`src/rtl/pfx_pkg.sv`:
```
package pfx_pkg;
    localparam int BYTE_W     = 8;
    localparam int NIB_W      = BYTE_W / 2;
    localparam int NUM_GPR    = 16;
    localparam int IDX_W      = $clog2(NUM_GPR);
    localparam int ALT_W      = 2;
    localparam int FLAG_W     = 16;
    localparam int FLAG_ALT1  = 8;
    localparam int FLAG_ALT2  = 9;
    localparam int FLAG_WITH  = 12;

    localparam logic [NIB_W-1:0] NIB_TO   = 4'h1;
    localparam logic [NIB_W-1:0] NIB_WITH = 4'h2;
    localparam logic [NIB_W-1:0] NIB_ALT  = 4'h3;
    localparam logic [NIB_W-1:0] NIB_FROM = 4'hB;
    localparam logic [NIB_W-1:2] ALT_LOW_TOP = 2'b11;

    typedef enum logic [2:0] {
        K_OTHER,
        K_ALT,
        K_TO,
        K_FROM,
        K_WITH
    } kind_e;

    typedef struct packed {
        logic             alt1;
        logic             alt2;
        logic             with_md;
        logic [IDX_W-1:0] src;
        logic [IDX_W-1:0] dst;
    } sel_state_t;

    localparam sel_state_t SEL_IDLE = '{alt1: 1'b0, alt2: 1'b0, with_md: 1'b0,
                                        src: '0, dst: '0};
endpackage

```
`src/rtl/pfx_classify.sv`:
```
module pfx_classify
    import pfx_pkg::*;
(
    input  logic [BYTE_W-1:0] byte_i,
    output kind_e             kind_o,
    output logic [ALT_W-1:0]  alt_bits_o,
    output logic [NIB_W-1:0]  op_nib_o,
    output logic [NIB_W-1:0]  reg_nib_o
);
    always_comb begin
        op_nib_o   = byte_i[BYTE_W-1:NIB_W];
        reg_nib_o  = byte_i[NIB_W-1:0];
        alt_bits_o = '0;
        kind_o     = K_OTHER;
        unique case (op_nib_o)
            NIB_TO:   kind_o = K_TO;
            NIB_FROM: kind_o = K_FROM;
            NIB_WITH: kind_o = K_WITH;
            NIB_ALT: begin
                // only the top three codes of this row are prefixes
                if (reg_nib_o[NIB_W-1:2] == ALT_LOW_TOP && reg_nib_o[1:0] != 2'b00) begin
                    kind_o     = K_ALT;
                    alt_bits_o = reg_nib_o[ALT_W-1:0];
                end
            end
            default: kind_o = K_OTHER;
        endcase
    end
endmodule

```
`src/rtl/pfx_next.sv`:
```
module pfx_next
    import pfx_pkg::*;
(
    input  logic              valid_i,
    input  kind_e             kind_i,
    input  logic [ALT_W-1:0]  alt_bits_i,
    input  logic [NIB_W-1:0]  reg_nib_i,
    input  sel_state_t        cur_i,
    output sel_state_t        nxt_o,
    output logic              exec_o,
    output logic              prefix_o,
    output logic              move_o,
    output logic              move_flags_o,
    output logic [ALT_W-1:0]  alt_o,
    output logic [IDX_W-1:0]  src_o,
    output logic [IDX_W-1:0]  dst_o
);
    always_comb begin
        nxt_o        = cur_i;
        exec_o       = 1'b0;
        prefix_o     = 1'b0;
        move_o       = 1'b0;
        move_flags_o = 1'b0;
        alt_o        = {cur_i.alt2, cur_i.alt1};
        src_o        = cur_i.src;
        dst_o        = cur_i.dst;
        if (valid_i) begin
            unique case (kind_i)
                K_ALT: begin
                    prefix_o   = 1'b1;
                    nxt_o.alt1 = cur_i.alt1 | alt_bits_i[0];
                    nxt_o.alt2 = cur_i.alt2 | alt_bits_i[1];
                end
                K_TO: begin
                    if (cur_i.with_md) begin
                        exec_o = 1'b1;
                        move_o = 1'b1;
                        src_o  = reg_nib_i[IDX_W-1:0];
                        nxt_o  = SEL_IDLE;
                    end else begin
                        prefix_o  = 1'b1;
                        nxt_o.dst = reg_nib_i[IDX_W-1:0];
                    end
                end
                K_FROM: begin
                    if (cur_i.with_md) begin
                        exec_o       = 1'b1;
                        move_flags_o = 1'b1;
                        src_o        = reg_nib_i[IDX_W-1:0];
                        nxt_o        = SEL_IDLE;
                    end else begin
                        prefix_o  = 1'b1;
                        nxt_o.src = reg_nib_i[IDX_W-1:0];
                    end
                end
                K_WITH: begin
                    prefix_o      = 1'b1;
                    nxt_o.src     = reg_nib_i[IDX_W-1:0];
                    nxt_o.dst     = reg_nib_i[IDX_W-1:0];
                    nxt_o.with_md = 1'b1;
                end
                default: begin
                    exec_o = 1'b1;
                    nxt_o  = SEL_IDLE;
                end
            endcase
        end
    end
endmodule

```
`src/rtl/pfx_state_reg.sv`:
```
module pfx_state_reg
    import pfx_pkg::*;
(
    input  logic       clk,
    input  logic       rst_n,
    input  sel_state_t state_d,
    output sel_state_t state_q
);
    always_ff @(posedge clk) begin
        if (!rst_n) state_q <= SEL_IDLE;
        else        state_q <= state_d;
    end
endmodule

```
`src/rtl/prefix_sel_decoder.sv`:
```
module prefix_sel_decoder
    import pfx_pkg::*;
(
    input  logic              clk,
    input  logic              rst_n,
    input  logic              op_valid,
    input  logic [BYTE_W-1:0] op_byte,
    output logic              o_exec,
    output logic              o_prefix,
    output logic              o_move,
    output logic              o_move_flags,
    output logic [ALT_W-1:0]  o_alt,
    output logic [IDX_W-1:0]  o_src,
    output logic [IDX_W-1:0]  o_dst,
    output logic [NIB_W-1:0]  o_op_nib,
    output logic [NIB_W-1:0]  o_reg_nib,
    output logic [IDX_W-1:0]  sel_src_q,
    output logic [IDX_W-1:0]  sel_dst_q,
    output logic [FLAG_W-1:0] status_flags
);
    kind_e            kind;
    logic [ALT_W-1:0] alt_bits;
    sel_state_t       state_d;
    sel_state_t       state_q;

    pfx_classify u_classify (
        .byte_i     (op_byte),
        .kind_o     (kind),
        .alt_bits_o (alt_bits),
        .op_nib_o   (o_op_nib),
        .reg_nib_o  (o_reg_nib)
    );

    pfx_next u_next (
        .valid_i      (op_valid),
        .kind_i       (kind),
        .alt_bits_i   (alt_bits),
        .reg_nib_i    (o_reg_nib),
        .cur_i        (state_q),
        .nxt_o        (state_d),
        .exec_o       (o_exec),
        .prefix_o     (o_prefix),
        .move_o       (o_move),
        .move_flags_o (o_move_flags),
        .alt_o        (o_alt),
        .src_o        (o_src),
        .dst_o        (o_dst)
    );

    pfx_state_reg u_state (
        .clk     (clk),
        .rst_n   (rst_n),
        .state_d (state_d),
        .state_q (state_q)
    );

    always_comb begin
        status_flags            = '0;
        status_flags[FLAG_ALT1] = state_q.alt1;
        status_flags[FLAG_ALT2] = state_q.alt2;
        status_flags[FLAG_WITH] = state_q.with_md;
        sel_src_q               = state_q.src;
        sel_dst_q               = state_q.dst;
    end

    a_r8_clear_after_issue: assert property (@(posedge clk) disable iff (!rst_n)
        (op_valid && o_exec) |=> (status_flags == '0 && sel_src_q == '0 && sel_dst_q == '0));

    a_r4_with_selects_both: assert property (@(posedge clk) disable iff (!rst_n)
        (op_valid && kind == K_WITH) |=> (status_flags[FLAG_WITH] && sel_src_q == sel_dst_q));

    a_r2_alt_accumulates: assert property (@(posedge clk) disable iff (!rst_n)
        (op_valid && kind == K_ALT) |=>
            (({status_flags[FLAG_ALT2], status_flags[FLAG_ALT1]} & $past(alt_bits)) == $past(alt_bits)));

    a_r10_idle_holds: assert property (@(posedge clk) disable iff (!rst_n)
        !op_valid |=> ($stable(status_flags) && $stable(sel_src_q) && $stable(sel_dst_q)));

    a_r7_one_outcome: assert property (@(posedge clk) disable iff (!rst_n)
        op_valid |-> (o_exec ^ o_prefix));

    a_r5_move_needs_with: assert property (@(posedge clk) disable iff (!rst_n)
        (o_move || o_move_flags) |-> (status_flags[FLAG_WITH] && o_exec));
endmodule

```
`config.mk`:
```
export PLATFORM = sky130hd
export DESIGN_NAME = prefix_sel_decoder
export DESIGN_NICKNAME = d
export VERILOG_FILES = /design/src/rtl/pfx_pkg.sv /design/src/rtl/pfx_classify.sv /design/src/rtl/pfx_next.sv /design/src/rtl/pfx_state_reg.sv /design/src/rtl/prefix_sel_decoder.sv
export SDC_FILE = /design/constraint.sdc
export NUM_CORES = 1
export LEC_CHECK = 0
export ABC_AREA = 1
export BUFFER_PORTS_ARGS = -buffer_cell sky130_fd_sc_hd__buf_2
export CAP_MARGIN = 20
export CORE_ASPECT_RATIO = 0.75
export CORE_MARGIN = 5
export CORE_UTILIZATION = 25
export CTS_CLUSTER_DIAMETER = 150
export DETAILED_ROUTE_END_ITERATION = 10
export HOLD_SLACK_MARGIN = 0.08
export MAX_ROUTING_LAYER = met4
export PLACE_DENSITY = 0.5
export SYNTH_ARGS = -nofsm -noshare
export SYNTH_HDL_FRONTEND = slang
export SYNTH_SLANG_ARGS = --single-unit
```
`constraint.sdc`:
```
create_clock -name clk -period 1.9 [get_ports clk]
set_clock_uncertainty 0.05 [all_clocks]
set_input_delay 0.285 -clock clk [delete_from_list [all_inputs] [get_ports clk]]
set_output_delay 0.285 -clock clk [all_outputs]
set_load 0.01 [all_outputs]
```
# == Word level (Yosys, flattened, before mapping) ==
# Index checks and enable logic that the tools add are counted.
# totals
ff_bits,11
inputBits,11
wordCells,51
# op_classes
eq_ne,11
n_mux,23
bitwise_logic,4
n_reduce_logical,8
# ops
op,count
$pmux W9 S4,1
$mux W4,5
$pmux W3 S4,1
$mux W1,9
$eq A4 B2 Y1 const B,2
$pmux W2 S4,1
$mux W7,1
$eq A3 B2 Y1 const B,2
$reduce_and A3 Y1,2
$eq A4 B1 Y1 const B,1
$eq A4 B4 Y1 const B,1
$mux W2,2
$ne A2 B1 Y1 const B,2
$pmux W1 S2,2
$reduce_and A4 Y1,1
$reduce_or A2 Y1,2
$eq A3 B1 Y1 const B,1
$eq A3 B3 Y1 const B,1
$mux W3,1
$eq A2 B2 Y1 const B,1
$not A1 Y1,2
$or A1 B1 Y1,2
$reduce_and A2 Y1,1
$reduce_bool A2 Y1,1
$logic_and A1 B1 Y1,1

# == Logic depth before layout (Yosys ltp) ==
# Gate-level depths: netlist (run 1).
# depth
depth_word,8
depth_mapped,9
ltp_nobuf,8

# == By module ==
# From an unflattened synthesis (run 1), not the netlist that was laid out.
# hier_totals
cells_unflattened,209
area_unflattened_um2,1131.1
# modules_own_cells
module,instances,cells_per_inst,area_each_um2
pfx_next,1,127,544.3
pfx_state_reg,1,34,314.1
pfx_classify,1,34,171.4
prefix_sel_decoder,1,14,101.3

# == Worst setup path before layout (run 1) ==
# Ideal clock, no wire load.
# synth_path
path_kind,input to output
startpoint,input port op_byte[5]
endpoint,output port o_src[0]
t_arrival_ns,1.064
path_slack_ns,0.501
cell_stages,7
n_path_buf,1
path_cell_list,buf_6 nand2_4 inv_2 nand2_1 nand2_2 nand3_4 o21ai_1
# synth_between
elab_chain_len,6
elab_cells_between_ends,10
cone_classes,eq/ne: 6; mux: 3; reduce/logical: 1
# synth_rtl
item,line,rtl
start: declaration,prefix_sel_decoder.sv:7,"input logic [BYTE_W-1:0] op_byte,"
$eq A4 B2 Y1 (tied with other cells),pfx_classify.sv:15,unique case (op_nib_o)
$pmux W3 S4 (*),pfx_classify.sv:15,
$eq A3 B2 Y1,pfx_next.sv:28,unique case (kind_i)
$reduce_or A2 Y1 (no source line) (*),n/a,
$mux W4 (*),n/a,
$mux W4 (*),pfx_next.sv:27,if (valid_i) begin
end: declaration,prefix_sel_decoder.sv:13,"output logic [IDX_W-1:0] o_src,"
# Every way passes the cells marked *; elsewhere a longest branch is shown, timed or not.

# == Worst setup path after layout (run 1) ==
# layout_path
startpoint,input port op_byte[5]
endpoint,output port o_src[3]
# The elaborated chain is that of the path after synthesis.

==> impl_metrics.toml, run 1 <==
[floorplan]
die_w_um = 84.0
io_pins = 57
std_cell_rows = 20
start_util_pct = 25.7
coreArea_um2 = 4000
dieHeight_um = 65.5
die_area_um2 = 5500

[worst_setup_path]
worstRegToRegCells = 6
crit_family = "buffers and inverters"
cpMaxStageDelayCell = "buf_2"
max_stage_delay_ps = 230
worst-path-max-fanout = 9
start_kind = "primary input"
crit_start = "op_byte[5]"
crit_required_ps = 1560
reg2reg_from = "u_state.state_q[8]$_SDFFE_PN0P_"
worst-setup-path-type = "primary input to output pin"
worstSetupEndpointType = "output pin"
critPathBufInv = 3
crit_chain = "buf_2 > nand2_4 > inv_2 > nand2_1 > nand2_2 > nand3_4 > o21ai_1 > buf_2"
crit_top_cell = "buf_2"
arrival_ps = 1330
critical_path_depth = 8

[sta]
tns_ps = 0
period_needed_ps = 1660
finalHoldViolCount = 0
clock.fmax_ghz = 0.602
timing.final.max_slew_violations = 0
finalSetupViolCount = 0
period_share_pct = 87.5
rsz0062_at_grt = "false"

[global_route]
grt.busiest_layer = "met2"
grt_pass1_vias = 908
overflow = 0
grt_max_degree = 10
use_met3_pct = 4.14
met1_usage_pct = 13.7
grt_util_met2_pct = 14.9
grt_pass1_wl_um = 4280
grt.total_usage_pct = 10.1
antenna_found_initial = 0

[layout]
mostFrequentLayoutCell = "buf_2"
layout_common_cells = "buf_2 (43), nand2_1 (29), nand3_1 (17)"
instances_no_fill = 234
largest_register = "u_state.state_q"
area_delta_synth_final_pct = 16.0
drive_gt1_share_pct = 38.5
fillers = 480
reg_top3 = "u_state.state_q x11"
layout.nets = 191
diodes = 0
fin_util_pct = 29.8
largest_reg_flops = 11

[logic_synthesis]
synth-seq-cells = 11
postSynthAreaPerCell_um2 = 6.99
synth_top_area_share_pct = 21.4
synth_cell_types = 23
synth_top_cell_by_area = "dfxtp_1"
syn_inst = 147
yosysWarnings = 0
ys_top_cells_by_area = "dfxtp_1 (21%), buf_4 (20%), nand2_1 (11%), nand3_1 (8.3%), a21oi_1 (5.4%)"
yosysSeqAreaShare_pct = 21.4
netlist_area_um2 = 1030

[status]
outcome = "completed"

[clocking]
clk_latency_ps = 240
cts_resized = 0
cts_setup_buffers = 0
clk_pin_slew_ps = 50
clk_path_buf_depth = 2
cts-root-buf = "clkbuf_8"
cts_buffers = 3
cts_tree = "built"
clock-sinks = 11
htree_levels = 1
cts_hold_buf = 0

[flow_run]
drv_cap = 0

[power]
vdd_drop_max_uv = 263
switching_share_pct = 30.9
intPower_mw = 0.425
seqPwrFrac_pct = 38.4
clkPwrFrac_pct = 38.2
pwr-share-comb_pct = 23.4
p_leak_nw = 0.623
p_switching_mw = 0.190
p_per_area_nw_per_um2 = 516

[detailed_routing]
antenna_left = 0
wl_per_cell_um = 11.5
dr_total_vias = 959
drtPass1Iterations = 4
drt_wl_total_um = 2700
post_drt_via_cell_ratio = 4.10
drtIter0Drc = 65
drc = 0

[min_path]
min_delay_path_depth = 3
hp-start = "rst_n"
worstHoldPathType = "primary input to flop"

[placement]
hpwl_um = 2260
io_buffers = 43
place_inst = 230
gp_congestion = 0.875
==> final cells by class <==
class                      instances  area (um^2)  area share (%)
timing repair buffer              45          230            19.3
tap                               55         68.8            5.78
sequential                        11          220            18.5
multi-input combinational        106          578            48.5
clock buffer                       4         45.0            3.78
inverter                          13         48.8            4.10
==> power groups by stage <==
stage	logic, mW	clock network, mW	registers, mW
2_1_floorplan	0.124	0	0.243
6_report	0.144	0.235	0.236
3_3_place_gp	0.144	0	0.241
5_1_grt	0.160	0.254	0.237
3_5_place_dp	0.144	0	0.241
4_1_cts	0.144	0.244	0.236
==> through the flow <==
step	power, mW	area (um^2)	hold WS [ps]	setup WS, ps
2_1_floorplan	0.367	1070	379	501
3_3_place_gp	0.386	1150	425	257
3_5_place_dp	0.385	1150	423	232
4_1_cts	0.625	1190	264	230
5_1_grt	0.651	1190	279	116
6_report	0.615	1190	263	238
==> metal layers <==
| metal | routed length [um] | share of wire (%) | vias to the layer above |
|---|---|---|---|
| met3 | 209 | 7.7 | 2 |
| met5 | 0 | 0 | - |
| met1 | 1340 | 50 | 415 |
| met4 | 10 | 0.37 | 0 |
| met2 | 1140 | 42 | 35 |
| li1 | - | - | 507 |
==> Yosys cell counts, drive strengths merged <==
master  count
nand2      33
buf        29
nand3      22
nor2       14
a21oi      12
inv        12
dfxtp      11
nand4       5
o21ai       4
nor3        2
a31oi       1
clkinv      1
conb        1
==> final timing paths <==
path / to / slack, ps
max: o_src[3] / 240
min: u_state.state_q[9]$_SDFFE_PN0P_ / 260
max reg2reg: u_state.state_q[2]$_SDFFE_PN0P_ / 740
min reg2reg: u_state.state_q[6]$_SDFFE_PN0P_ / 430
==> worst min-delay path, stage by stage <==
cell	delay (ps)
buf_2	90
nand2_1	60
nor2_1	80
==> cells by family (layout without fill, tap and decap cells) <==
group	Yosys count	count (layout)	share of synthesized area [%]
simple gates	76	76	42.0
buf+inv	42	62	26.7
compound gates	17	17	9.50
flops	11	11	21.4
other cells	1	13	0.365
(Power assumes the default switching activity.)
==> inputs of run 2 (changes only) <==
Settings changed: ABC_AREA 1 to unset, PLACE_DENSITY 0.5 to 0.53.
==> impl_metrics.toml, run 2 <==
[power]
finalPower_mw = 0.585
p_leak_nw = 0.552
vdd_drop_max_uv = 301
p_per_area_nw_per_um2 = 578

[global_route]
grt.total_usage_pct = 10.3
use_met3_pct = 5.12
antenna_found_initial = 0
grt.busiest_layer = "met2"
overflow = 0
met1_usage_pct = 11.7
grt_pass1_wl_um = 3570
grt_pass1_vias = 752
grt_util_met2_pct = 16.1
grt_max_degree = 10

[layout]
reg_top3 = "u_state.state_q x11"
multi_input_area_um2 = 429
fillers = 370
instances_no_fill = 166
largest_reg_flops = 11
diodes = 0
layout.nets = 138
drive_gt1_share_pct = 49.2
mostFrequentLayoutCell = "buf_2"
layout_common_cells = "buf_2 (43), conb_1 (13), dfxtp_1 (11)"
area_delta_synth_final_pct = 22.9
largest_register = "u_state.state_q"
register_area_um2 = 220

[clocking]
cts-root-buf = "clkbuf_8"
clock-sinks = 11
cts_tree = "built"
clk_pin_slew_ps = 50
htree_levels = 1
cts_buffers = 3
cts_hold_buf = 0
clk_latency_ps = 240
clk_path_buf_depth = 2

[sta]
finalSetupViolCount = 0
period_needed_ps = 1800
finalHoldViolCount = 0
slew_headroom_pct = 65.3
tightest_slew_ps = 517
period_share_pct = 94.9
hold_ws_ps = 272
tns_ps = 0
rsz0062_at_grt = "false"
timing.final.max_slew_violations = 0
clock.fmax_ghz = 0.555
layout_setup_ws_ps = 97.7

[logic_synthesis]
synth-seq-cells = 11
synth-edff-count = 0
syn_inst = 90
synth_cell_types = 28
synth_top_area_share_pct = 26.7
yosysMostFrequentCell = "buf_4"
synth_common_cells = "buf_4 (28), dfxtp_1 (11), a22o_1 (8)"
yosysWarnings = 0
ys.flop_type = "dfxtp_1"
ys_top_cells_by_area = "dfxtp_1 (27%), buf_4 (26%), a22o_1 (8.5%), mux2_2 (6.8%), o2111a_1 (2.7%)"
netlist_area_um2 = 823
yosysSeqAreaShare_pct = 26.7
postSynthAreaPerCell_um2 = 9.15
async_reset_ff_share_pct = 0
synth_top_cell_by_area = "dfxtp_1"

[floorplan]
std_cell_rows = 18
start_util_pct = 25.6
die_w_um = 76.3
dieHeight_um = 59.7
die_area_um2 = 4550
io_pins = 57
coreArea_um2 = 3220

[worst_setup_path]
worst-setup-path-type = "flop to output pin"
start_kind = "flop"
worst-path-max-fanout = 7
crit_family = "flip-flops"
crit_required_ps = 1560
arrival_ps = 1470
worstSetupEndpointType = "output pin"
critPathBufInv = 1
cpMaxStageDelayCell = "dfxtp_1"
crit_chain = "nand3_2 > nor2_4 > mux2_2 > buf_2"
max_stage_delay_ps = 430

[placement]
io_buffers = 43
place_inst = 159
gp_congestion = 0.788
hpwl_um = 1830
pre_cts_ws_ps = 105

[flow_run]
drv_cap = 0

[detailed_routing]
drc = 0
antenna_left = 0
drt_wl_total_um = 2290
post_drt_via_cell_ratio = 4.56
drtPass1Iterations = 4
dr_total_vias = 757
wl_per_cell_um = 13.8
drtIter0Drc = 36

[min_path]
worstHoldPathType = "primary input to flop"

[status]
outcome = "completed"
[run 2: kinds of logic (layout without fill, tap and decap cells)]
family	after synthesis	count (layout)	synth area share (%)
simple gates	21	21	17.3
xor+xnor	1	1	1.06
mux	5	5	6.84
other cells	1	13	0.455
compound gates	20	20	19.8
flops	11	11	26.7
buf+inv	31	55	27.8
[run 2: metrics by stage]
step,area [um^2],util [%]
after detailed placement,935,29.0
after global routing,1010,31.4
after floorplan,868,-
after global placement,935,29.0
final,1010,31.4
after CTS,980,30.4
[run 2: final cells by class]
cell class | count | share of cell area, %
inverter | 2 | 0.742
sequential | 11 | 21.8
timing repair buffer | 49 | 25.7
clock buffer | 4 | 4.45
multi-input combinational | 60 | 42.4
tap | 40 | 4.94
[run 2: metal layers]
metal | up-vias | wire (um) | part of all wire (%)
li1 | 352 | - | -
met1 | 362 | 996 | 44
met2 | 39 | 1030 | 45
met5 | - | 0 | 0
met3 | 4 | 240 | 10
met4 | 0 | 21 | 0.92
[run 2: what timing repair did]
action | CTS | global route
endpoints found under the hold margin | 0 | 0
endpoints found under the setup margin | 0 | 5
gates resized for setup | 0 | 2
setup buffers | 0 | 3
[run 2: path summary, 6_finish.rpt]
check                                                     start  slack, ps                               to  depth (start not counted)
worst max register to register  u_state.state_q[8]$_SDFFE_PN0P_        440  u_state.state_q[3]$_SDFFE_PN0P_                          4
worst min register to register  u_state.state_q[4]$_SDFFE_PN0P_        460  u_state.state_q[4]$_SDFFE_PN0P_                          1
worst max-delay path            u_state.state_q[8]$_SDFFE_PN0P_        100                         o_src[3]                          4
worst min-delay path                                 op_byte[3]        270  u_state.state_q[7]$_SDFFE_PN0P_                          2
[run 2: power breakdown]
group / switching [mW] / total (mW) / internal (mW)
registers: 0.00243 / 0.237 / 0.234
clock network: 0.0891 / 0.237 / 0.147
logic: 0.0710 / 0.112 / 0.0409
total: 0.163 / 0.585 / 0.423
